==> config.mk <==
export PLATFORM = sky130hd
export DESIGN_NAME = sdram_burst_sequencer
export DESIGN_NICKNAME = d
export VERILOG_FILES = /design/src/rtl/sdram_burst_pkg.sv /design/src/rtl/sdram_mode_reg.sv /design/src/rtl/sdram_beat_ctrl.sv /design/src/rtl/sdram_col_order.sv /design/src/rtl/sdram_burst_sequencer.sv
export SDC_FILE = /design/constraint.sdc
export NUM_CORES = 1
export LEC_CHECK = 0
export BUFFER_PORTS_ARGS = -buffer_cell sky130_fd_sc_hd__buf_4
export CORE_MARGIN = 4
export CORE_UTILIZATION = 50
export DETAILED_ROUTE_END_ITERATION = 10
export PLACE_DENSITY = 0.76
export RECOVER_POWER = 100
export SETUP_SLACK_MARGIN = 0.15
export SLEW_MARGIN = 15
export SYNTH_ARGS = -nofsm -noshare
export SYNTH_HDL_FRONTEND = slang
export SYNTH_HIERARCHICAL = 1
export SYNTH_SLANG_ARGS = --single-unit
==> constraint.sdc <==
create_clock -name clk_i -period 2.05 [get_ports clk_i]
set_input_delay 0.1025 -clock clk_i [delete_from_list [all_inputs] [get_ports clk_i]]
set_output_delay 0.1025 -clock clk_i [all_outputs]
set_load 0.03 [all_outputs]
==> src/rtl/sdram_burst_pkg.sv <==
package sdram_burst_pkg;
  localparam int unsigned MODE_W = 12;
  localparam int unsigned COL_W  = 9;

  // Mode word field positions
  localparam int unsigned BL_LSB  = 0;
  localparam int unsigned ORD_BIT = 3;
  localparam int unsigned CL_LSB  = 4;
  localparam int unsigned TM_LSB  = 7;
  localparam int unsigned WS_BIT  = 9;
  localparam int unsigned RSV_LSB = 10;

  typedef enum logic [2:0] {
    BL_1    = 3'b000,
    BL_2    = 3'b001,
    BL_4    = 3'b010,
    BL_8    = 3'b011,
    BL_PAGE = 3'b111
  } bl_code_e;

  typedef struct packed {
    bl_code_e   bl;
    logic       ilv;
    logic [1:0] cas_lat;
    logic       wr_single;
  } mode_t;

  localparam mode_t MODE_RESET = '{bl: BL_1, ilv: 1'b0, cas_lat: 2'd2, wr_single: 1'b0};
endpackage

==> src/rtl/sdram_mode_reg.sv <==
module sdram_mode_reg
  import sdram_burst_pkg::*;
(
  input  logic              clk_i,
  input  logic              rst_ni,
  input  logic              wr_i,
  input  logic [MODE_W-1:0] val_i,
  output mode_t             mode_o
);
  mode_t mode_q, mode_d;
  logic  bl_ok, cl_ok, tm_ok, rsv_ok, word_ok;

  always_comb begin
    unique case (val_i[BL_LSB +: 3])
      3'b000, 3'b001, 3'b010, 3'b011, 3'b111: bl_ok = 1'b1;
      default:                                bl_ok = 1'b0;
    endcase
    cl_ok   = (val_i[CL_LSB +: 3] == 3'd2) || (val_i[CL_LSB +: 3] == 3'd3);
    tm_ok   = (val_i[TM_LSB +: 2] == 2'b00);
    rsv_ok  = (val_i[RSV_LSB +: 2] == 2'b00);
    word_ok = bl_ok && cl_ok && tm_ok && rsv_ok;

    mode_d.bl        = bl_code_e'(val_i[BL_LSB +: 3]);
    mode_d.ilv       = val_i[ORD_BIT];
    mode_d.cas_lat   = val_i[CL_LSB +: 2];
    mode_d.wr_single = val_i[WS_BIT];
  end

  always_ff @(posedge clk_i or negedge rst_ni) begin
    if (!rst_ni)              mode_q <= MODE_RESET;
    else if (wr_i && word_ok) mode_q <= mode_d;
  end

  assign mode_o = mode_q;

  a_r3_reject_keeps_mode: assert property (@(posedge clk_i) disable iff (!rst_ni)
    (wr_i && !word_ok) |=> $stable(mode_q));
  a_r2_cas_legal: assert property (@(posedge clk_i) disable iff (!rst_ni)
    (mode_q.cas_lat == 2'd2) || (mode_q.cas_lat == 2'd3));
  a_r2_accept_loads: assert property (@(posedge clk_i) disable iff (!rst_ni)
    (wr_i && word_ok) |=> (mode_q.cas_lat == $past(val_i[CL_LSB +: 2])));
endmodule

==> src/rtl/sdram_beat_ctrl.sv <==
module sdram_beat_ctrl
  import sdram_burst_pkg::*;
#(
  parameter int unsigned COLW = 9
) (
  input  logic            clk_i,
  input  logic            rst_ni,
  input  logic            start_i,
  input  logic            is_wr_i,
  input  logic [COLW-1:0] col_i,
  input  logic            stop_i,
  input  bl_code_e        bl_i,
  input  logic            ilv_i,
  input  logic            wr_single_i,
  output logic            active_o,
  output logic [COLW-1:0] base_o,
  output logic [COLW-1:0] idx_o,
  output logic [COLW-1:0] mask_o,
  output logic            ilv_o,
  output logic            full_o,
  output logic            last_o
);
  logic            active_q, ilv_q, full_q, one_beat;
  logic [COLW-1:0] base_q, idx_q, mask_q, mask_d;

  always_comb begin
    unique case (bl_i)
      BL_1:    mask_d = COLW'(0);
      BL_2:    mask_d = COLW'(1);
      BL_4:    mask_d = COLW'(3);
      BL_8:    mask_d = COLW'(7);
      default: mask_d = '1;
    endcase
    one_beat = is_wr_i && wr_single_i;
  end

  assign last_o = active_q && !full_q && (idx_q == mask_q);

  always_ff @(posedge clk_i or negedge rst_ni) begin
    if (!rst_ni) begin
      active_q <= 1'b0;
      idx_q    <= '0;
      base_q   <= '0;
      mask_q   <= '0;
      ilv_q    <= 1'b0;
      full_q   <= 1'b0;
    end else if (start_i) begin
      active_q <= 1'b1;
      idx_q    <= '0;
      base_q   <= col_i;
      mask_q   <= one_beat ? COLW'(0) : mask_d;
      ilv_q    <= ilv_i;
      full_q   <= (bl_i == BL_PAGE) && !one_beat;
    end else if (active_q) begin
      if (stop_i || last_o) active_q <= 1'b0;
      else                  idx_q    <= idx_q + 1'b1;
    end
  end

  assign active_o = active_q;
  assign base_o   = base_q;
  assign idx_o    = idx_q;
  assign mask_o   = mask_q;
  assign ilv_o    = ilv_q;
  assign full_o   = full_q;

  a_r4_start_loads: assert property (@(posedge clk_i) disable iff (!rst_ni)
    start_i |=> (active_q && idx_q == '0));
  a_r9_stop_ends: assert property (@(posedge clk_i) disable iff (!rst_ni)
    (active_q && stop_i && !start_i) |=> !active_q);
  a_r7_last_ends: assert property (@(posedge clk_i) disable iff (!rst_ni)
    (last_o && !start_i) |=> !active_q);
  a_r10_restart_base: assert property (@(posedge clk_i) disable iff (!rst_ni)
    (active_q && start_i) |=> (base_q == $past(col_i)));
  a_r8_full_no_last: assert property (@(posedge clk_i) disable iff (!rst_ni)
    full_q |-> !last_o);
  a_r11_single_write: assert property (@(posedge clk_i) disable iff (!rst_ni)
    (start_i && is_wr_i && wr_single_i) |=> last_o);
endmodule

==> src/rtl/sdram_col_order.sv <==
module sdram_col_order #(
  parameter int unsigned COLW = 9
) (
  input  logic            clk_i,
  input  logic            rst_ni,
  input  logic            active_i,
  input  logic [COLW-1:0] base_i,
  input  logic [COLW-1:0] idx_i,
  input  logic [COLW-1:0] mask_i,
  input  logic            ilv_i,
  input  logic            full_i,
  output logic [COLW-1:0] col_o
);
  logic [COLW-1:0] sum;
  logic            use_xor;

  assign sum     = base_i + idx_i;
  assign use_xor = ilv_i && !full_i;  // full page is always linear

  for (genvar b = 0; b < COLW; b++) begin : g_bit
    assign col_o[b] = !mask_i[b] ? base_i[b]
                    : (use_xor ? (base_i[b] ^ idx_i[b]) : sum[b]);
  end

  a_r5_upper_fixed: assert property (@(posedge clk_i) disable iff (!rst_ni)
    active_i |-> (((col_o ^ base_i) & ~mask_i) == '0));
endmodule

==> src/rtl/sdram_burst_sequencer.sv <==
module sdram_burst_sequencer
  import sdram_burst_pkg::*;
#(
  parameter int unsigned COLW = sdram_burst_pkg::COL_W
) (
  input  logic              clk_i,
  input  logic              rst_ni,
  input  logic              mode_we_i,
  input  logic [MODE_W-1:0] mode_val_i,
  input  logic              start_i,
  input  logic              start_wr_i,
  input  logic [COLW-1:0]   start_col_i,
  input  logic              stop_i,
  output logic              beat_valid_o,
  output logic [COLW-1:0]   col_o,
  output logic              last_o,
  output logic [1:0]        cas_lat_o
);
  mode_t           mode;
  logic            active, ilv, full;
  logic [COLW-1:0] base, idx, mask;

  sdram_mode_reg u_mode (
    .clk_i  (clk_i),
    .rst_ni (rst_ni),
    .wr_i   (mode_we_i),
    .val_i  (mode_val_i),
    .mode_o (mode)
  );

  sdram_beat_ctrl #(.COLW(COLW)) u_ctrl (
    .clk_i       (clk_i),
    .rst_ni      (rst_ni),
    .start_i     (start_i),
    .is_wr_i     (start_wr_i),
    .col_i       (start_col_i),
    .stop_i      (stop_i),
    .bl_i        (mode.bl),
    .ilv_i       (mode.ilv),
    .wr_single_i (mode.wr_single),
    .active_o    (active),
    .base_o      (base),
    .idx_o       (idx),
    .mask_o      (mask),
    .ilv_o       (ilv),
    .full_o      (full),
    .last_o      (last_o)
  );

  sdram_col_order #(.COLW(COLW)) u_order (
    .clk_i    (clk_i),
    .rst_ni   (rst_ni),
    .active_i (active),
    .base_i   (base),
    .idx_i    (idx),
    .mask_i   (mask),
    .ilv_i    (ilv),
    .full_i   (full),
    .col_o    (col_o)
  );

  assign beat_valid_o = active;
  assign cas_lat_o    = mode.cas_lat;

  a_r7_last_needs_beat: assert property (@(posedge clk_i) disable iff (!rst_ni)
    last_o |-> beat_valid_o);
endmodule

==> out/metrics.cfg <==
[sta]
period_minus_slack_ns=2.45
drv_slew=0
fin_setup_tns_ns=-1.71
worst_pin_slew_ns=0.837
hold_viol=0
worst_slack_ns=-0.402
max_freq_ghz=0.408
skew_ns=0.00466
whs_ns=0.0396
finalSetupViolCount=7
relSlewSlack_pct=44.2
rsz0062_at_grt=true
period_share_pct=120

[setup_path]
crit_type=reg -> out
worst_setup_path_start_kind=flop
cp_max_fo=2
worstPathRequired_ns=1.95
cp.arrival_ns=2.35
ff2ff_path_depth=6
setup.worst_path.end_class=primary output

[routing]
wire_per_inst_um=17.1
vias=1885
totalWireLength_mm=5.52
drc=0
antenna_left=0
vias_per_cell=5.84
drt_iter0_drc=151
first_pass_iters=4

[global_route]
grt_overflow=0
grt_pass1_vias=1994
grt_max_degree=33
grt_pass1_wl_mm=9.05
track_usage_pct=22.6
antenna_found_initial=0

[logic_synthesis]
syn_area_per_cell_um2=9.93
synth_top_area_cell=dfrtp_1
yosys-top-cells-area=dfrtp_1 (38%), mux2_2 (9.3%), ha_1 (5.5%), a21oi_1 (4.1%), nor2_1 (3.1%)
synth-seq-cells=32
syn_nets=244
yosysWarnings=6
synth_commonest_cells=dfrtp_1 (31), a21oi_1 (17), mux2_2 (17), nor2_1 (17), nand2_1 (12)
synth-async-reset-ratio_pct=100
synth.distinct_cells=50
yosysMostFrequentCell=dfrtp_1
synth_top_area_share_pct=37.7
seq_area_frac_synth_pct=39.0
syn_area_mm2=0.00206
ys.flop_type=dfrtp_1
synth_edf_count=0
netlist_instances=207

[clock_tree]
numCtsBuffers=5
cts.reportedPaths.clkPinSlew_ns=0.07
ctsHtreeMaxLevel=2
ctsRootBufferMaster=clkbuf_8
cts_max_path_buffers=2
cts_sinks=32
cts_tree=built
clock_latency_ns=0.29

[placement]
hpwl_mm=3.34
port_buffers=39
placed_area_mm2=0.00250
dpl.cell_count=301
dp_slack_ns=-0.117
place.gp.congestion=0.881

[floorplanning]
io_pins=40
die_y_um=72.1
initial_core_util_pct=51.4
die-width_um=72.1
placementRows=23
core_mm2=0.00400
dieArea_mm2=0.00520

[layout]
nNetsFinal=309
drive_above_1_share_pct=49.5
syn2layout_area_growth_pct=42.7
fin_area_mm2=0.00293
final_cells=323
antennaDiodeCount=0

[outcome]
status=finished with violations
violations=setup timing

[power_and_ir_drop]
power_density_mw_per_mm2=664
p_leak_nw=1.30
vdd_ir_drop_max_mv=0.529

[worst_hold_path]
hp-class=in -> reg
hold-path-cell-count=2

[run]
cap_violations=0

-- logic make-up after synthesis --
kind of cell             Yosys count  synth area share, %
XOR/XNOR                           7                 2.98
flip-flops                        32                 39.0
multiplexers                      19                 10.4
AO/OA/AOI/OAI                     56                 18.4
buffers and inverters             19                 5.11
AND/OR/NAND/NOR                   64                 17.7
adder cells (fa/ha/maj)           10                 6.45
-- worst paths after layout --
path / to / startpoint / slack [ns]
min in group asynchronous: u_ctrl/base_o[7] / rst_ni / 0.44
worst max-delay path: col_o[8] / u_ctrl/base_o[0] / -0.40
worst min-delay path: u_ctrl/base_o[3] / start_col_i[3] / 0.04
worst min register to register: u_ctrl/ilv_o / u_mode/mode_o[3] / 0.51
worst max register to register: u_ctrl/idx_o[4] / u_ctrl/idx_o[5] / 0.06
max in group asynchronous: u_ctrl/idx_o[1] / rst_ni / 1.03
-- sequential cells by signal (all words and copies together) (netlist names) --
| signal | count |
|---|---|
| u_ctrl/base_o | 9 |
| u_ctrl/idx_o | 9 |
| u_mode/mode_o | 7 |
| u_ctrl/mask_o | 4 |
| u_ctrl/active_o | 1 |
| u_ctrl/full_o | 1 |
| u_ctrl/ilv_o | 1 |
-- cell usage in the layout (no fill, tap or decap), types with 2 or more instances in the layout --
| master | n |
|---|---|
| nor2b_1 | 3 |
| dfrtp_2 | 3 |
| xor2_1 | 2 |
| dfrtp_1 | 28 |
| mux2_2 | 17 |
| o21ai_0 | 6 |
| o21a_1 | 2 |
| o21ai_1 | 5 |
| or4_1 | 2 |
| nor2_1 | 17 |
| or3_1 | 4 |
| xnor2_1 | 4 |
| mux2_4 | 2 |
| nor3_2 | 2 |
| ha_1 | 6 |
| nor3_4 | 2 |
| nand2b_1 | 3 |
| buf_6 | 16 |
| nand4_1 | 2 |
| nand2_1 | 11 |
| ha_4 | 2 |
| a21o_1 | 2 |
| or4b_4 | 2 |
| o22ai_1 | 4 |
| or2b_1 | 2 |
| inv_1 | 8 |
| a21oi_2 | 9 |
| buf_4 | 51 |
| clkbuf_8 | 7 |
| o21bai_1 | 3 |
| a21oi_1 | 8 |
| nand3_1 | 4 |
| o41ai_1 | 2 |
| a31oi_2 | 2 |
-- power by group --
group / internal [mW] / switching (mW) / total [mW]
logic: 0.319 / 0.340 / 0.659
registers: 0.687 / 0.0534 / 0.740
clock network: 0.306 / 0.243 / 0.549
total: 1.31 / 0.636 / 1.95
-- timing repair --
item	in CTS	in global routing
hold buffers	1	0
endpoints found under the setup margin	13	19
setup buffers	9	4
gates resized for setup	38	15
pin swaps	22	9
endpoints found under the hold margin	31	0
-- area by class of cell --
class | instances | area (um2)
multi-input combinational | 156 | 1360
inverter | 8 | 30.0
clock buffer | 8 | 100
fill | 276 | 1070
tap | 50 | 62.6
sequential | 32 | 806
timing repair buffer | 69 | 578
-- through the flow --
| step | utilization [%] | total power [mW] |
|---|---|---|
| after floorplan | - | 1.10 |
| after global placement | 62.6 | 1.25 |
| after detailed placement | 62.6 | 1.26 |
| after CTS | 71.2 | 1.89 |
| after global routing | 73.3 | 2.05 |
| final | 73.3 | 1.95 |
-- routing by layer --
metal / up-vias / share of wire (%) / GRT usage (%)
met1: 913 / 42 / 26.7
li1: 883 / - / -
met5: - / 0 / 0
met4: 0 / 3.6 / 13.8
met3: 23 / 4.7 / 5.26
met2: 66 / 49 / 37.0
-- critical path, cell delays in order (launching register included) --
cell and delay, ns:
dfrtp_1 0.39, ha_2 0.21, fa_2 0.38, a211oi_4 0.24, nor2_1 0.09, a31o_1 0.22
a211o_1 0.26, o2111ai_4 0.11, buf_6 0.16
Note: power is estimated with default switching activity, not from simulation.
